--- config.mk ---
export PLATFORM = sky130hd
export DESIGN_NAME = vmsum_unit
export DESIGN_NICKNAME = d
export VERILOG_FILES = /design/src/rtl/vmsum_unit.sv
export SDC_FILE = /design/constraint.sdc
export NUM_CORES = 2
export LEC_CHECK = 0
export BUFFER_PORTS_ARGS = -buffer_cell sky130_fd_sc_hd__buf_2
export CORE_ASPECT_RATIO = 0.5
export CORE_UTILIZATION = 40
export CTS_BUF_LIST = sky130_fd_sc_hd__clkbuf_8
export DETAILED_ROUTE_END_ITERATION = 10
export GPL_TIMING_DRIVEN = 0
export PLACE_DENSITY = 0.63
export SYNTH_ARGS = -nofsm -noshare
export SYNTH_HDL_FRONTEND = slang
export SYNTH_SLANG_ARGS = --single-unit
--- constraint.sdc ---
create_clock -name clk -period 5 [get_ports clk]
set_input_delay 0.25 -clock clk [delete_from_list [all_inputs] [get_ports clk]]
set_output_delay 0.25 -clock clk [all_outputs]
set_load 0.02 [all_outputs]
--- src/rtl/vmsum_unit.sv ---
module vmsum_unit #(
  parameter int LANE_W  = 8,
  parameter int WORD_W  = 32,
  parameter int WORDS   = 4,
  parameter int INSN_W  = 32,
  parameter int REG_W   = 5,
  parameter int PRI_OP  = 4,
  parameter int EXT_OP  = 36
) (
  input  logic                      clk,
  input  logic                      rst_n,
  input  logic                      vec_en,
  input  logic                      in_valid,
  output logic                      in_ready,
  input  logic [INSN_W-1:0]         in_insn,
  input  logic [WORDS*WORD_W-1:0]   in_a,
  input  logic [WORDS*WORD_W-1:0]   in_b,
  input  logic [WORDS*WORD_W-1:0]   in_c,
  output logic                      out_valid,
  input  logic                      out_ready,
  output logic [WORDS*WORD_W-1:0]   out_data,
  output logic [REG_W-1:0]          out_dest,
  output logic                      out_exc
);
  localparam int VEC_W   = WORDS * WORD_W;
  localparam int PRI_W   = 6;
  localparam int EXT_W   = 6;
  localparam int PROD_W  = 2 * LANE_W;
  localparam int DEST_LO = INSN_W - PRI_W - REG_W;
  localparam int SRC_HI  = DEST_LO - 1;

  logic accept, match, do_exec, do_exc;
  logic [VEC_W-1:0] sum_vec;

  assign match   = (in_insn[INSN_W-1 -: PRI_W] == PRI_W'(PRI_OP)) &&
                   (in_insn[EXT_W-1:0] == EXT_W'(EXT_OP));
  assign in_ready = !out_valid || out_ready;
  assign accept   = in_valid && in_ready;
  assign do_exec  = accept && match && vec_en;
  assign do_exc   = accept && match && !vec_en;

  wire unused_src = ^{in_insn[SRC_HI:EXT_W], in_a[VEC_W/2-1:0], in_b[VEC_W/2-1:0]};

  for (genvar k = 0; k < WORDS; k++) begin : g_word
    localparam int HI_E = VEC_W - 1 - 2 * k * LANE_W;
    localparam int HI_O = HI_E - LANE_W;
    localparam int HI_W = VEC_W - 1 - k * WORD_W;
    logic [PROD_W-1:0] p_even, p_odd;
    assign p_even = in_a[HI_E -: LANE_W] * in_b[HI_E -: LANE_W];
    assign p_odd  = in_a[HI_O -: LANE_W] * in_b[HI_O -: LANE_W];
    assign sum_vec[HI_W -: WORD_W] = in_c[HI_W -: WORD_W] + WORD_W'(p_even) + WORD_W'(p_odd);
  end

  always_ff @(posedge clk) begin
    if (!rst_n) begin
      out_valid <= 1'b0;
      out_exc   <= 1'b0;
      out_data  <= '0;
      out_dest  <= '0;
    end else begin
      out_exc <= do_exc;
      if (accept) begin
        out_valid <= do_exec;
        if (do_exec) begin
          out_data <= sum_vec;
          out_dest <= in_insn[INSN_W-PRI_W-1 -: REG_W];
        end
      end else if (out_ready) begin
        out_valid <= 1'b0;
      end
    end
  end

  p_hold_r9: assert property (@(posedge clk) disable iff (!rst_n)
    out_valid && !out_ready |=> out_valid && $stable(out_data) && $stable(out_dest));
  p_exec_r8: assert property (@(posedge clk) disable iff (!rst_n)
    in_valid && in_ready && match && vec_en |=> out_valid && !out_exc);
  p_dest_r5: assert property (@(posedge clk) disable iff (!rst_n)
    in_valid && in_ready && match && vec_en |=> out_dest == $past(in_insn[INSN_W-PRI_W-1 -: REG_W]));
  p_nomatch_r6: assert property (@(posedge clk) disable iff (!rst_n)
    in_valid && in_ready && !match |=> !out_valid && !out_exc);
  p_unavail_r7: assert property (@(posedge clk) disable iff (!rst_n)
    in_valid && in_ready && match && !vec_en |=> out_exc && !out_valid);
  p_exc_clear_r7: assert property (@(posedge clk) disable iff (!rst_n)
    !(in_valid && in_ready) |=> !out_exc);
endmodule

==> flow_summary_export.csv <==
group,metric,value,unit
run_status,status,"finished, violations left",
run_status,violations,"setup timing",
timing,hold_viol,0,
finish,finalNonFillerCells,4274,
global_routing,grt.overflow.total,0,
yosys,syn_area_per_cell,8.773,µm²
yosys,synth.most_common_cell,"inv_1",
yosys,synth_common_cells,"632 x inv_1, 448 x fa_1, 338 x nand2_1",
finish,nNetsFinal,4585,
yosys,synth_fp_nets,4103,
timing,fin_ws,-160.5,ps
worst_setup_path,critical_path_class,"in -> reg",
global_routing,grt_pass1_wl,128200,µm
route,routed_wl,82940,µm
pwr,peakVddDrop,0.0009633,V
cts,clk_latency,480,ps
finish,area_delta_synth_final,21.16,%
die,die_area,65520,µm²
global_routing,grt_max_degree,17,
yosys,synth-async-reset-ratio,0,%
cts,clockBufferDepth,2,
yosys,ys_seq_area_share,10.48,%
worst_setup_path,reg2regPathDepth,8,
pwr,p_int,12230,µW
pwr,clkPwrFrac,3.6,%
timing,slew-limit-headroom,29.03,%
worst_setup_path,worstPathCellList,"buf_12, and2_4, fa_1, inv_2, fa_1, inv_1, fa_1, fa_1, fa_1, inv_2, fa_1, inv_2, ha_4, a2111o_1, o211a_4, o211a_4, buf_4, buf_6, nor3_2, nand3b_1, a21oi_1",
worst_setup_path,worst-r2r-setup-slack,2410,ps
die,initial_utilization,40.69,%
route,ant_nets,0,
pwr,cellPowerDensity,811.7,nW/µm²
timing,fin_crit,5160,ps
worst_setup_path,path_buf_inv,7,
yosys,synth_top_area_cell,"fa_1",
timing,finalSetupTns,-1614,ps
yosys,synth-main-ff-cell,"dfxtp_1",
global_routing,grtUsageTotal,25.42,%
cts,cts.sink_count,135,
route,dr_total_vias,21830,
finish,fillerInstances,6074,
worst_setup_path,cp_num_cells,21,
cts,htree_levels,4,
min_path,hp-class,"in -> reg",
yosys,synth_seq_cells,135,
pwr,combPwrFrac,92.2,%
yosys,synth_edf_count,0,
yosys,yosys-top-cells-area,"fa_1 35%, ha_1 14%, dfxtp_1 10%",
worst_setup_path,required,5340,ps
yosys,ys_warn_count,0,
min_path,holdPathStages,3,
timing,setup-violations-final,24,
worst_setup_path,reg2reg_from,"out_valid",
worst_setup_path,end_kind,"flop",
min_path,hold_end,"out_dest[3]",
route,drc,0,
worst_setup_path,arrival,5500,ps
route,routed_via_density,5.107,
worst_setup_path,crit_top_cell,"fa_1",
pwr,power.switching,13120,µW
route,first_pass_iters,7,
placement,postPlaceCellArea,29200,µm²
cts,numCtsBuffers,17,
finish,design_area,31230,µm²
worst_setup_path,cpPeakStageDelay,540,ps
die,fp.dieH,181.5,µm
global_routing,grt_pass1_vias,22030,
die,row_count,65,
placement,routabilityCongestion,0.9489,
pwr,seqPwrFrac,4.2,%
route,wl_per_cell,19.41,µm
pwr,power.leakage,0.01557,µW
placement,placed_cells,4188,
cts,clockRootBuffer,"clkbuf_8",
yosys,syn_inst,2938,
placement,hpwl,71660,µm
worst_setup_path,worst-path-max-fanout,6,
timing,drv_slew,0,
die,coreArea,63350,µm²
timing,max_freq,193.8,MHz
die,pin_count,557,
worst_setup_path,cp_top_family,"adder cells",
route,drt_iter0_markers,1488,
timing,fin_crit_sh,103.2,%
timing,rsz0062_at_grt,"yes",
worst_setup_path,worstSetupStartpointType,"input port",
timing,tightest_slew,1057,ps
yosys,syn_area,25780,µm²
global_routing,antenna_found_initial,7,
yosys,synth_cell_types,79,
worst_setup_path,crit_slowest_cell,"fa_1",
pwr,swShare,51.76,%
min_path,holdCritStartpoint,"in_insn[24]",
cts,cts_tree,"built",
worst_setup_path,r2r-end,"out_data[82]",
placement,io_buffers,413,
die,die_x,361,µm
timing,skew,12.32,ps
job,maxCapViolations,0,
cts,clk_pin_slew,90,ps
yosys,yosys.area.top_type_share,34.79,%
finish,drive_gt1_share,21.70,%
==> cell families (layout without fill, tap and decap cells) <==
family                     count (synthesis)  count (layout)  synth area share [%]
DFF                                      135             135                 10.48
and+or+nand+nor                          892             892                 17.65
xor gates and xnor gates                  74              74                 2.514
AOI/OAI and AO/OA                        409             409                 10.01
adders and majority gates                744             744                 49.16
buffers and inverters                    679            1174                 9.975
other                                      0               4                     0
muxes                                      5               5                0.1942
==> state kept, by name (all words and copies together) (netlist names) <==
signal	count
out_data	128
out_dest	5
out_valid	1
out_exc	1
==> layout by cell type, fill, tap and decap left out, types with 28 or more instances in the layout <==
cell type and n:
nor2_1 72, buf_6 36, ha_4 28, fa_1 426, nand3_1 33, ha_1 266, o21ai_0 82, and2_4 32
and2_1 294, a21o_1 28, buf_2 365, nand2_1 330, inv_1 613, dfxtp_1 135, a21oi_1 104, xnor2_1 41
buf_4 50
==> worst max path at each step <==
| stage | startpoint | endpoint | slack, ps |
|---|---|---|---|
| floorplan | in_b[116] | out_data[124] | -180 |
| detailed placement | in_a[85] | out_data[54] | -800 |
| global placement | in_b[100] | out_data[85] | -750 |
| CTS | in_a[125] | out_data[127] | -90 |
| global route | in_b[122] | out_data[127] | -290 |
| finish | in_b[122] | out_data[115] | -160 |
==> layer usage <==
metal  vias to the layer above  global-route usage, %  routed length, µm
met5                         -                      0                 35
met4                         6                  8.562               2954
met3                       142                  4.911               4991
met2                       594                  42.53              39900
met1                     10920                  32.98              35060
li1                      10160                      -                  -
==> power groups by stage <==
| stage | Sequential, µW | Clock [µW] | Combinational (µW) |
|---|---|---|---|
| 4_1_cts | 1070 | 916 | 20100 |
| 5_1_grt | 1070 | 969 | 25700 |
| 2_1_floorplan | 1100 | 0 | 14300 |
| 3_5_place_dp | 1100 | 0 | 18600 |
| 3_3_place_gp | 1100 | 0 | 18500 |
| 6_report | 1070 | 909 | 23400 |
==> stage by stage <==
| stage | utilization, % | total power, µW | hold slack [ps] | setup slack [ps] |
|---|---|---|---|---|
| global placement | 46.09 | 19610 | 433.1 | -753.6 |
| detailed placement | 46.09 | 19710 | 441.0 | -796.7 |
| finish | 49.29 | 25350 | 23.98 | -160.5 |
| global route | 49.29 | 27770 | 26.87 | -286.1 |
| CTS | 47.69 | 22120 | 6.431 | -91.64 |
| floorplan | - | 15420 | 326.1 | -176.5 |
==> what timing repair did <==
item                                    in CTS  in global routing
resized for setup                          128                222
pin swaps                                   64                138
hold buffers                                 3                  0
buffers inserted                            25                 23
gates cloned                                 0                  0
endpoints found under the setup margin      62                 82
endpoints found under the hold margin        3                  0
==> cell type report <==
class / instances / area (µm²) / share of cell area (%)
Buffer: 46 / 193.9 / 0.6210
Sequential cell: 135 / 2703 / 8.654
Antenna cell: 4 / 10.01 / 0.03205
Inverter: 632 / 2372 / 7.596
Timing Repair Buffer: 464 / 2880 / 9.223
Clock inverter: 15 / 141.4 / 0.4527
Clock buffer: 17 / 234.0 / 0.7492
Tap cell: 837 / 1047 / 3.353
Multi-Input combinational cell: 2124 / 21650 / 69.32
==> worst reg2reg max path: cells and delay by family, from the launching register on <==
| family | cells | cell delay (ps) |
|---|---|---|
| simple gates | 5 | 1260 |
| compound gates | 1 | 90 |
| buf+inv | 2 | 760 |
| flops | 1 | 390 |
Power figures use the tool's default switching activity.
